===== src/rtl/bsr_pkg.sv =====
package bsr_pkg;
  typedef enum logic [2:0] {
    INS_EXTEST = 3'd0,
    INS_SAMPLE = 3'd1,
    INS_CLAMP  = 3'd2,
    INS_HIGHZ  = 3'd3,
    INS_BYPASS = 3'd7
  } ins_e;

  typedef struct packed {
    logic chain_sel;   // boundary chain is the serial path
    logic drive_test;  // pins take held test values
    logic force_off;   // every driver disabled
    logic cap_back;    // data cells capture pin readback
  } mode_t;
endpackage


===== src/rtl/bsr_decode.sv =====
module bsr_decode
  import bsr_pkg::*;
(
  input  logic [2:0] ins,
  output mode_t      mode
);
  always_comb begin
    mode = '0;
    case (ins)
      INS_EXTEST: begin
        mode.chain_sel  = 1'b1;
        mode.drive_test = 1'b1;
        mode.cap_back   = 1'b1;
      end
      INS_SAMPLE: mode.chain_sel = 1'b1;
      INS_CLAMP:  mode.drive_test = 1'b1;
      INS_HIGHZ: begin
        mode.drive_test = 1'b1;
        mode.force_off  = 1'b1;
      end
      default: mode = '0;  // bypass class
    endcase
  end
endmodule


===== src/rtl/bsr_cell.sv =====
module bsr_cell (
  input  logic clk,
  input  logic rst,
  input  logic sel,
  input  logic cap,
  input  logic shift,
  input  logic pi,
  input  logic si,
  output logic q
);
  always_ff @(posedge clk) begin
    if (rst)
      q <= 1'b0;
    else if (sel) begin
      if (cap)
        q <= pi;
      else if (shift)
        q <= si;
    end
  end

  AST_CAP_LOAD:   assert property (@(posedge clk) disable iff (rst)
                    (sel && cap) |=> q == $past(pi));
  AST_SHIFT_STEP: assert property (@(posedge clk) disable iff (rst)
                    (sel && shift && !cap) |=> q == $past(si));
  AST_CELL_IDLE:  assert property (@(posedge clk) disable iff (rst)
                    (!sel) |=> $stable(q));
endmodule


===== src/rtl/bsr_hold.sv =====
module bsr_hold (
  input  logic clk,
  input  logic rst,
  input  logic load,
  input  logic d,
  output logic q
);
  always_ff @(posedge clk) begin
    if (rst)
      q <= 1'b0;
    else if (load)
      q <= d;
  end

  AST_HOLD_KEEP: assert property (@(posedge clk) disable iff (rst)
                   (!load) |=> $stable(q));
  AST_HOLD_LOAD: assert property (@(posedge clk) disable iff (rst)
                   load |=> q == $past(d));
endmodule


===== src/rtl/bsr_bypass.sv =====
module bsr_bypass (
  input  logic clk,
  input  logic rst,
  input  logic sel,
  input  logic cap,
  input  logic shift,
  input  logic tdi,
  output logic q
);
  always_ff @(posedge clk) begin
    if (rst)
      q <= 1'b0;
    else if (sel) begin
      if (cap)
        q <= 1'b0;
      else if (shift)
        q <= tdi;
    end
  end

  AST_BYP_ZERO: assert property (@(posedge clk) disable iff (rst)
                  (sel && cap) |=> q == 1'b0);
  AST_BYP_STEP: assert property (@(posedge clk) disable iff (rst)
                  (sel && shift && !cap) |=> q == $past(tdi));
endmodule


===== src/rtl/bsr_chain.sv =====
module bsr_chain
  import bsr_pkg::*;
#(
  parameter int N_IN  = 4,
  parameter int N_OUT = 3
) (
  input  logic             clk,
  input  logic             rst,
  input  logic [2:0]       ins_i,
  input  logic             cap_i,
  input  logic             shift_i,
  input  logic             upd_i,
  input  logic             tdi_i,
  output logic             tdo_o,
  input  logic [N_IN-1:0]  pin_in_i,
  output logic [N_IN-1:0]  core_rx_o,
  input  logic [N_OUT-1:0] core_tx_i,
  input  logic [N_OUT-1:0] core_oe_i,
  input  logic [N_OUT-1:0] pin_back_i,
  output logic [N_OUT-1:0] pin_tx_o,
  output logic [N_OUT-1:0] pin_oe_o
);
  localparam int LEN = N_IN + 2 * N_OUT;

  mode_t          mode;
  logic [LEN-1:0] pi_vec;
  logic [LEN-1:0] si_vec;
  logic [LEN-1:0] cap_q;
  logic           byp_q;
  logic           hold_ld;

  bsr_decode u_dec (.ins(ins_i), .mode(mode));

  assign si_vec  = {cap_q[LEN-2:0], tdi_i};
  assign hold_ld = mode.chain_sel & upd_i;

  for (genvar k = 0; k < N_IN; k++) begin : g_in
    assign pi_vec[k]    = pin_in_i[k];
    assign core_rx_o[k] = pin_in_i[k];
  end

  for (genvar j = 0; j < N_OUT; j++) begin : g_out
    localparam int DI = N_IN + 2 * j;
    localparam int CI = DI + 1;
    logic hd, hc;

    assign pi_vec[DI] = mode.cap_back ? pin_back_i[j] : core_tx_i[j];
    assign pi_vec[CI] = core_oe_i[j];

    bsr_hold u_hd (.clk(clk), .rst(rst), .load(hold_ld), .d(cap_q[DI]), .q(hd));
    bsr_hold u_hc (.clk(clk), .rst(rst), .load(hold_ld), .d(cap_q[CI]), .q(hc));

    assign pin_tx_o[j] = mode.drive_test ? hd : core_tx_i[j];
    assign pin_oe_o[j] = mode.force_off ? 1'b0 :
                         (mode.drive_test ? hc : core_oe_i[j]);
  end

  for (genvar k = 0; k < LEN; k++) begin : g_cell
    bsr_cell u_cell (
      .clk(clk), .rst(rst), .sel(mode.chain_sel),
      .cap(cap_i), .shift(shift_i),
      .pi(pi_vec[k]), .si(si_vec[k]), .q(cap_q[k])
    );
  end

  bsr_bypass u_byp (
    .clk(clk), .rst(rst), .sel(!mode.chain_sel),
    .cap(cap_i), .shift(shift_i), .tdi(tdi_i), .q(byp_q)
  );

  assign tdo_o = mode.chain_sel ? cap_q[LEN-1] : byp_q;

  AST_HIGHZ_OFF: assert property (@(posedge clk) disable iff (rst)
                   (ins_i == 3'(INS_HIGHZ)) |-> pin_oe_o == '0);
  AST_SAMPLE_QUIET: assert property (@(posedge clk) disable iff (rst)
                   (ins_i == 3'(INS_SAMPLE)) |->
                   (pin_tx_o == core_tx_i && pin_oe_o == core_oe_i));
  AST_UNUSED_BYP: assert property (@(posedge clk) disable iff (rst)
                   (ins_i inside {3'd4, 3'd5, 3'd6} && cap_i) |=>
                   (ins_i != 3'(INS_BYPASS) && !(ins_i inside {3'd4, 3'd5, 3'd6})) || tdo_o == 1'b0);
endmodule


===== config.mk =====
export PLATFORM = sky130hd
export DESIGN_NAME = bsr_chain
export DESIGN_NICKNAME = d
export VERILOG_FILES = /design/src/rtl/bsr_pkg.sv /design/src/rtl/bsr_decode.sv /design/src/rtl/bsr_cell.sv /design/src/rtl/bsr_hold.sv /design/src/rtl/bsr_bypass.sv /design/src/rtl/bsr_chain.sv
export SDC_FILE = /design/constraint.sdc
export NUM_CORES = 1
export LEC_CHECK = 0
export BUFFER_PORTS_ARGS = -buffer_cell sky130_fd_sc_hd__clkbuf_2
export CORE_AREA = 2 2 52 45
export CTS_CLUSTER_SIZE = 28
export DETAILED_ROUTE_END_ITERATION = 16
export DIE_AREA = 0 0 54 47
export HOLD_SLACK_MARGIN = 0.03
export PLACE_DENSITY = 0.75
export SLEW_MARGIN = 15
export SYNTH_ARGS = -nofsm -noshare
export SYNTH_HDL_FRONTEND = slang
export SYNTH_SLANG_ARGS = --single-unit

===== constraint.sdc =====
create_clock -name clk -period 1.5 [get_ports clk]
set_input_delay 0.15 -clock clk [delete_from_list [all_inputs] [get_ports clk]]
set_output_delay 0.15 -clock clk [all_outputs]
set_load 0.005 [all_outputs]

Word-level counts from Yosys, hierarchy flattened
Cells that the tools add are included.
- input port bits: 22
- output and inout port bits: 11
- bits in registers: 17
- word-level logic and storage cells: 66
- muxes and demuxes: 38
- equality and inequality tests: 3
- reductions and logical operators: 6
- bitwise logic cells: 2
- operator list (kind ; number):
    1-bit 2-to-1 mux ; 38
    3-bit by 2-bit == test with 1-bit output (second input constant) ; 2
    2-bit AND reduction ; 2
    3-bit by 1-bit == test with 1-bit output (second input constant) ; 1
    3-bit zero test ; 1
    3-bit OR reduction ; 1
    2-bit nonzero test ; 1
    2-bit OR reduction ; 1
    1-bit bitwise AND ; 1
    1-bit inverter ; 1

Logic depth before layout (Yosys ltp)
Gate-level depths: netlist of run 1.
- depth after elaboration: 5
- gate-level depth with buffers: 5

Modules after synthesis
From an unflattened synthesis of run 1, not the netlist that was laid out.
- cells, all modules: 109
- area, all modules: 1059.8 µm²
- by module, submodules not included (module ; sequential area each (µm²) ; cells each ; times used ; area an instance (µm²)):
    bsr_cell ; 20.0 ; 6 ; 10 ; 60.1
    bsr_hold ; 20.0 ; 3 ; 6 ; 33.8
    bsr_chain ; 0.0 ; 20 ; 1 ; 182.7
    bsr_bypass ; 20.0 ; 5 ; 1 ; 48.8
    bsr_decode ; 0.0 ; 6 ; 1 ; 25.0

Least setup slack after synthesis of run 1
OpenSTA, ideal clock, no wires.
- kind: input port to flip-flop
- start point: in ins_i[2]
- end point: reg g_cell[4].u_cell.q
- required time: 1.408 ns
- stages: 5
- data arrival time: 1.200 ns
- library setup time: 0.092 ns
- setup slack: 0.208 ns
- buffers on the path: 2
- path through: buf_4 > or2_1 > clkbuf_2 > or4_1 > o32ai_1
- longest elaborated chain between the ends: 4
- elaborated cells on any way between the ends: 8
- classes of those cells: eq/ne: 1; mux: 4; reduce/logical: 3
- ends and longest elaborated chain (what ; RTL line ; source):
    from (decl) ; bsr_chain.sv:9 ; input logic [2:0] ins_i,
    3-bit by 1-bit == test with 1-bit output or 3-bit zero test (tied branches) ; bsr_decode.sv:9 ; case (ins)
    2-bit OR reduction (no source line) or 1-bit 2-to-1 mux (tied branches) ; - ;
    1-bit 2-to-1 mux (on tied branches) ; bsr_decode.sv:9, bsr_chain.sv:47 ;
    2-bit AND reduction (no source line) or 1-bit 2-to-1 mux (tied branches) ; - ;
    to (signal assigned) ; bsr_cell.sv:16 ; q <= pi;
    to (signal assigned) ; bsr_cell.sv:18 ; q <= si;
    to (decl) ; bsr_cell.sv:9 ; output logic q
Parallel ways exist; a longest one is shown, timed or not.
A chain may end at the register's enable or synchronous reset.

Worst setup path after layout of run 1
- start point: in ins_i[1]
- end point: out pin_tx_o[1]
- longest elaborated chain between the ends: 4
- elaborated cells on any way between the ends: 6
- classes of those cells: eq/ne: 2; mux: 2; reduce/logical: 2
- ends and longest elaborated chain (what ; RTL line ; source):
    3-bit by 2-bit == test with 1-bit output or 3-bit zero test (tied branches) ; bsr_decode.sv:9 ;
    3-bit OR reduction (no source line) * ; - ;
    1-bit 2-to-1 mux * ; bsr_decode.sv:9 ;
    1-bit 2-to-1 mux * ; bsr_chain.sv:53 ; assign pin_tx_o[j] = mode.drive_test ? hd : core_tx_i[j];
    to (decl) ; bsr_chain.sv:20 ; output logic [N_OUT-1:0] pin_tx_o,
Every way passes the cells marked *; elsewhere a longest branch is shown, timed or not.

==> out/qor.csv, run 1 <==
stage;metric;value;unit
power_and_ir_drop;Clk pwr share;0.270;
power_and_ir_drop;Flop pwr share;0.534;
timing;minimum clock period;1.27;ns
route;DRC violations left;0;
die;Horiz. Die Dim;54;um
route;Routed WL;2110;um
power_and_ir_drop;PD cells;821;nW/um2
power_and_ir_drop;Comb power frac;0.196;
clocking;Max clock buf depth;2;
route;DR iter-0 viols;26;
layout;layout cells sized above 1;0.351;
logic_synthesis;mapped cell area;921;um2
timing;relative slew slack;0.712;
worst_hold_path;min-delay worst type;input pin to flop;
layout;area of the multi-input gates;492;um2
grt;first-pass GRT wire length;3410;um
layout;register area;340;um2
timing;Hold Slack;0.128;ns
clocking;Num CTS Buffers;3;
die;core area;2030;um2
logic_synthesis;Post-Syn Instances;102;
power_and_ir_drop;Peak VDD IR;0.000550;V
grt;initial antenna violation count;0;
timing;final hold vios;0;
clocking;CTS tree;yes;
die;die area;2540;um2
logic_synthesis;post-synthesis sequential area ratio;0.370;
power_and_ir_drop;P_int;0.655;mW
power_and_ir_drop;switching power;0.248;mW
worst_hold_path;worst hold path stage count;3;
route;iteration count of the initial detailed-routing pass;4;
setup_path;r2r startpoint;g_cell[3].u_cell.q;
setup_path;CP startpoint kind;input pin;
placed_design;GPL Wtd Cong;0.826;
timing;setup TNS;0;ns
route;WL/cell;13.5;um
job;MaxCap Viol Count;0;
placed_design;pre-CTS WS;0.154;ns
clocking;Worst-Skew Late Latency;0.30;ns
setup_path;Critical Path Source;ins_i[1];
layout;Area growth syn-to-layout;19.4;%
timing;RSZ-0062 raised after global routing;no;
run_status;status;finished, final reports clean;
power_and_ir_drop;Net Sw Frac;0.275;
timing;fmax;785;MHz
setup_path;crit path max fanout;8;
setup_path;Max stage delay on crit path;0.37;ns
clocking;H-tree level count;1;
setup_path;worst path bufs/invs;3;
setup_path;Worst R2R End;g_cell[4].u_cell.q;
route;vias per cell;5.45;
setup_path;most used cell, CP;clkbuf_2;
layout;antenna cells;0;
setup_path;CP required;1.35;ns
grt;largest net degree at the start of global routing;14;
setup_path;Crit-path slowest cell;mux2_2;
logic_synthesis;Syn Nets;124;
logic_synthesis;number of synthesized register bits;17;
setup_path;Cell Chain, Critical Path;clkbuf_2, inv_1, a21o_1, mux2_2, clkbuf_2;
clocking;clk slew on worst S/H paths;0.09;ns
layout;FILL cells;189;
die;Placement Rows;15;
grt;grt total ovfl;0;
placed_design;hpwl dp;1680;um
timing;Clock Skews;0.00342;ns
worst_hold_path;min-delay src;tdi_i;
setup_path;CP top delay family;multiplexers;
clocking;clk sink count;17;
layout;fin nets;154;
setup_path;kind of critical path;input pin to primary output;
grt;vias in the first global route;756;
logic_synthesis;Netlist cell types;25;
timing;fin crit share;0.849;
clocking;CTS Hold Buffers Added;0;
die;Initial Util;0.454;
setup_path;worst reg2reg setup slack;0.46;ns
timing;setup slack after layout;0.227;ns
logic_synthesis;YS warnings;0;
setup_path;CP endpoint kind;primary output;
timing;Max Slew Vio Count;0;
timing;worst-margin pin slew;0.431;ns
die;I/O pin count;33;
worst_hold_path;WHS Endpoint;u_byp.q;
grt;Overall Global Routing Usage;0.199;
route;total number of vias;850;
clocking;setup bufs post-CTS;0;
die;Die Y;47;um
route;ANT nets after route;0;
clocking;clock root buffer;clkbuf_4;
setup_path;critical path arrival;1.12;ns
setup_path;worst-case reg-to-reg path depth;3;
power_and_ir_drop;leakage;0.484;nW
timing;Setup violations, final;0;
placed_design;Buffers on Ports;32;
clocking;Post-CTS Resized;0;
logic_synthesis;syn_area_per_cell;9.03;um2
flip-flops by register name, summed over array words and instances, names as in the netlist:
| name | count |
|---|---|
| g_cell.u_cell.q | 10 |
| g_out.u_hc.q | 3 |
| g_out.u_hd.q | 3 |
| u_byp.q | 1 |
metrics by stage:
stage          cell area (um2)  instances  power (mW)  utilization
2_1_floorplan              921        102       0.605            -
3_3_place_gp              1070        152       0.663        0.529
3_5_place_dp              1070        152       0.670        0.529
4_1_cts                   1100        156       0.914        0.543
5_1_grt                   1100        156       0.950        0.543
6_report                  1100        156       0.903        0.543
cells in the final DEF (no fill, tap or decap):
master,n
nor2_1,12
nor2_2,1
nand2_1,3
mux2_2,3
o32ai_1,3
a22o_1,3
buf_4,4
dfxtp_1,17
mux2i_1,13
a211oi_1,10
inv_1,5
or4_1,3
clkbuf_4,3
nor3b_2,1
nand4_1,1
clkbuf_2,32
or2_2,1
o21ai_0,1
o31a_1,3
clkinv_2,1
a21o_1,1
or2_1,1
a21oi_1,8
nor3_1,1
final cells by class:
cell class,count,area share
inverter,5,0.0171
sequential,17,0.309
multi-input combinational,69,0.447
clock inverter,1,0.00455
tap,25,0.0284
clock buffer,3,0.0205
timing repair buffer,36,0.173
power groups by stage:
stage / sequential (mW) / clock [mW] / combinational [mW]
2_1_floorplan: 0.488 / 0 / 0.116
3_3_place_gp: 0.492 / 0 / 0.172
3_5_place_dp: 0.492 / 0 / 0.178
4_1_cts: 0.482 / 0.253 / 0.179
5_1_grt: 0.484 / 0.269 / 0.197
6_report: 0.482 / 0.244 / 0.177
metal layers:
layer,GRT usage,wire [um]
met5,0,0
met4,0.130,59
met3,0.0573,136
met2,0.312,970
met1,0.242,947
cells in the mapped netlist:
library cell | instances | share of area
or4_1 | 3 | 0.024
mux2_2 | 3 | 0.037
inv_1 | 5 | 0.020
a21o_1 | 1 | 0.0082
dfxtp_1 | 17 | 0.37
o21ai_0 | 1 | 0.0054
nand4_1 | 1 | 0.0068
a22o_1 | 3 | 0.029
a211oi_1 | 10 | 0.082
clkbuf_1 | 3 | 0.012
a21oi_1 | 8 | 0.043
clkbuf_2 | 1 | 0.0054
or2_2 | 1 | 0.0068
nor2_2 | 1 | 0.0068
nand2_1 | 3 | 0.012
o32ai_1 | 3 | 0.029
o31a_1 | 3 | 0.029
nor3b_2 | 1 | 0.014
mux2i_1 | 13 | 0.14
buf_6 | 1 | 0.012
nor3_1 | 1 | 0.0054
buf_4 | 5 | 0.041
or2_1 | 1 | 0.0068
nor2_1 | 12 | 0.049
buf_2 | 1 | 0.0054
worst min-delay path, stage by stage:
cell and delay, ns:
clkbuf_2 0.09, nand4_1 0.08, a21oi_1 0.06
worst max path at each step:
stage               slack, ns                  to  cells after the start
floorplan                0.21  g_cell[4].u_cell.q                      5
global placement         0.21  g_cell[6].u_cell.q                      4
detailed placement       0.15  g_cell[8].u_cell.q                      4
CTS                      0.21         pin_tx_o[1]                      5
global route             0.15         pin_tx_o[2]                      5
finish                   0.23         pin_tx_o[1]                      5
logic make-up after synthesis:
logic type | Yosys count | share of synthesized area
DFF | 17 | 0.370
and+or+nand+nor | 24 | 0.132
AOI/OAI and AO/OA | 29 | 0.224
buffers and inverters | 16 | 0.0965
muxes | 16 | 0.178
No activity file was read; power rests on OpenSTA's default activity.
==> run 2, diff against run 1 <==
ABC_AREA = 1   (was unset)
CORE_AREA = 2 2 53 45   (was 2 2 52 45)
DIE_AREA = 0 0 55 47   (was 0 0 54 47)
PLACE_DENSITY = 0.74   (was 0.75)
clock period = 1.3 ns   (was 1.5 ns; I/O delays follow)
==> run 2 against run 1 <==
Against the previous run:
- power is 20% higher
- routed wire length is 1.5% higher
- critical path depth is 2 lower
- final area is 1.7% higher
- flip-flop and latch count stayed put
- via count is 13% higher
- highest routed layer is now met3
==> out/qor.csv, run 2 <==
stage;metric;value;unit;change
clocking;clk slew on worst S/H paths;0.10;ns;was 0.09 ns
power_and_ir_drop;Flop pwr share;0.523;;was 0.534
logic_synthesis;post-synthesis sequential area ratio;0.369;;was 0.370
logic_synthesis;top cells by area, synth;dfxtp_1 37%, nand2_1 11%, inv_1 8.5%;;was dfxtp_1 37%, mux2i_1 14%, a211oi_1 8.2%
layout;fin nets;198;;was 154
clocking;Num CTS Buffers;3;;unchanged
timing;Setup violations, final;0;;unchanged
power_and_ir_drop;P_int;0.768;mW;was 0.655 mW
logic_synthesis;Post-Syn Instances;144;;was 102
clocking;Max clock buf depth;2;;unchanged
layout;layout cells sized above 1;0.251;;was 0.351
layout;most frequent cells in the layout;32 x clkbuf_2, 28 x nand2_1, 21 x nor2_1;;was 32 x clkbuf_2, 17 x dfxtp_1, 13 x mux2i_1
placed_design;DP Cell Count;195;;was 152
timing;Max Slew Vio Count;0;;unchanged
die;core area;2060;um2;was 2030 um2
grt;largest net degree at the start of global routing;21;;was 14
job;MaxCap Viol Count;0;;unchanged
layout;design area;1120;um2;was 1100 um2
layout;most common cell after layout, fill and taps aside;clkbuf_2;;unchanged
logic_synthesis;number of synthesized register bits;17;;unchanged
timing;setup slack after layout;0.119;ns;was 0.227 ns
grt;Overall Global Routing Usage;0.186;;was 0.199
placed_design;Placement Cell Area;1080;um2;was 1070 um2
route;ANT nets after route;0;;unchanged
logic_synthesis;post-synth top area cell;dfxtp_1;;unchanged
logic_synthesis;Netlist cell types;19;;was 25
clocking;H-tree level count;1;;unchanged
setup_path;kind of critical path;flop to primary output;;was input pin to primary output
die;I/O pin count;33;;unchanged
layout;number of flip-flops under the largest register name;10;;unchanged
timing;relative slew slack;0.618;;was 0.712
power_and_ir_drop;leakage;0.584;nW;was 0.484 nW
power_and_ir_drop;Net Sw Frac;0.289;;was 0.275
logic_synthesis;Synth Flop Type;dfxtp_1;;unchanged
logic_synthesis;syn_area_per_cell;6.41;um2;was 9.03 um2
setup_path;critical path arrival;1.05;ns;was 1.12 ns
route;Routed WL;2150;um;was 2110 um
timing;minimum clock period;1.18;ns;
run_status;status;finished, final reports clean;;unchanged
route;routed wire length on met2;1040;um;was 970 um
timing;Hold Slack;0.0745;ns;was 0.128 ns
placed_design;GPL Wtd Cong;0.770;;was 0.826
power_and_ir_drop;Peak VDD IR;0.000600;V;was 0.000550 V
grt;first-pass GRT wire length;3390;um;was 3410 um
die;die area;2590;um2;was 2540 um2
logic_synthesis;most frequent cell after synthesis;nand2_1;;was dfxtp_1
worst_hold_path;min-delay worst type;input pin to flop;;unchanged
route;total number of vias;961;;was 850
power_and_ir_drop;Comb power frac;0.210;;was 0.196
route;WL/cell;10.7;um;was 13.5 um
logic_synthesis;Syn Nets;166;;was 124
timing;fmax;847;MHz;
die;Initial Util;0.447;;was 0.454
timing;setup TNS;0;ns;unchanged
route;met3 WL post-DR;107;um;was 136 um
route;DR iter-0 viols;22;;was 26
placed_design;pre-CTS WS;0.0940;ns;was 0.154 ns
grt;vias in the first global route;820;;was 756
layout;largest reg by FF count;g_cell.u_cell.q;;unchanged
timing;RSZ-0062 raised after global routing;no;;unchanged
route;M1 WL;993;um;was 947 um
timing;final hold vios;0;;unchanged
route;highest routed metal layer;met3;;was met4
timing;Clock Skews;0.00309;ns;was 0.00342 ns
setup_path;crit path max fanout;2;;was 8
clocking;CTS tree;yes;;unchanged
die;Placement Rows;15;;unchanged
grt;grt total ovfl;0;;unchanged
clocking;clk sink count;17;;unchanged
setup_path;CP required;1.17;ns;was 1.35 ns
die;Horiz. Die Dim;55;um;was 54 um
layout;Largest regs;g_cell.u_cell.q (10), g_out.u_hc.q (3), g_out.u_hd.q (3);;unchanged
logic_synthesis;top post-synthesis cells by count;28 x nand2_1, 21 x inv_1, 21 x nor2_1, 17 x dfxtp_1, 15 x o21ai_0;;was 17 x dfxtp_1, 13 x mux2i_1, 12 x nor2_1, 10 x a211oi_1, 8 x a21oi_1
setup_path;CP endpoint kind;primary output;;unchanged
placed_design;Buffers on Ports;32;;unchanged
power_and_ir_drop;Pwr Total;1.08;mW;was 0.903 mW
logic_synthesis;Post-synth EDFFs;0;;unchanged
clocking;clock root buffer;clkbuf_4;;unchanged
power_and_ir_drop;Clk pwr share;0.267;;was 0.270
layout;Cell Count, Final, Fillers Out;200;;was 156
timing;worst-margin pin slew;0.573;ns;was 0.431 ns
route;iteration count of the initial detailed-routing pass;4;;unchanged
power_and_ir_drop;PD cells;967;nW/um2;was 821 nW/um2
clocking;Worst-Skew Late Latency;0.29;ns;was 0.30 ns
route;vias per cell;4.81;;was 5.45
layout;Area growth syn-to-layout;21.1;%;was 19.4%
timing;fin crit share;0.908;;
logic_synthesis;mapped cell area;923;um2;was 921 um2
layout;antenna cells;0;;unchanged
logic_synthesis;YS warnings;0;;unchanged
grt;initial antenna violation count;0;;unchanged
logic_synthesis;asr flop ratio synth;0;;unchanged
route;DRC violations left;0;;unchanged
layout;Final Util;0.542;;was 0.543
placed_design;hpwl dp;1690;um;was 1680 um
power_and_ir_drop;switching power;0.313;mW;was 0.248 mW
layout;FILL cells;225;;was 189
logic_synthesis;area share of the largest cell type after synthesis;0.369;;was 0.370
setup_path;CP startpoint kind;flop;;was input pin
die;Die Y;47;um;unchanged
[run 2: worst max-delay path, stage by stage (launching register included)]
cell and delay [ns]:
dfxtp_1 0.32, inv_1 0.05, o31ai_1 0.24, clkbuf_2 0.15
[run 2: metal layers]
metal,vias up,global-route usage
met3,0,0.0732
li1,515,-
met2,16,0.310
met1,430,0.235
met4,0,0.0293
met5,-,0
[run 2: power groups by stage]
| stage | Clock [mW] | Combinational, mW | Sequential [mW] |
|---|---|---|---|
| 6_report | 0.288 | 0.228 | 0.565 |
| 5_1_grt | 0.320 | 0.262 | 0.569 |
| 4_1_cts | 0.294 | 0.228 | 0.565 |
| 3_5_place_dp | 0 | 0.224 | 0.577 |
| 3_3_place_gp | 0 | 0.217 | 0.577 |
| 2_1_floorplan | 0 | 0.143 | 0.574 |
[run 2: timing repair]
item,4_1_cts,5_1_grt
buffers inserted,0,0
endpoints found under the hold margin,1,0
setup endpoints to repair,0,1
hold buffers,1,0
gates resized for setup,0,1
[run 2: final timing paths]
kind | start | endpoint | slack [ns] | depth (start not counted)
worst max-delay path | g_out[2].u_hc.q | pin_oe_o[2] | 0.12 | 3
worst min-delay path | tdi_i | u_byp.q | 0.07 | 3
worst max register to register | g_cell[4].u_cell.q | g_cell[5].u_cell.q | 0.44 | 4
worst min register to register | g_cell[1].u_cell.q | g_cell[1].u_cell.q | 0.46 | 2
[run 2: cells by family (layout without fill, tap and decap cells)]
family / after synthesis / count (layout) / synth area share
buf+inv: 31 / 62 / 0.153
flops: 17 / 17 / 0.369
mux: 1 / 1 / 0.0122
compound gates: 37 / 37 / 0.210
simple gates: 58 / 58 / 0.256
[run 2: area by class of cell]
cell class              count  area (um2)  area share
well taps                  25        31.3      0.0280
clock buffers               4        26.3      0.0235
multi-input cells          96         442       0.395
inverters                  22        86.3      0.0772
repair buffers             36         193       0.172
flip-flops and latches     17         340       0.304
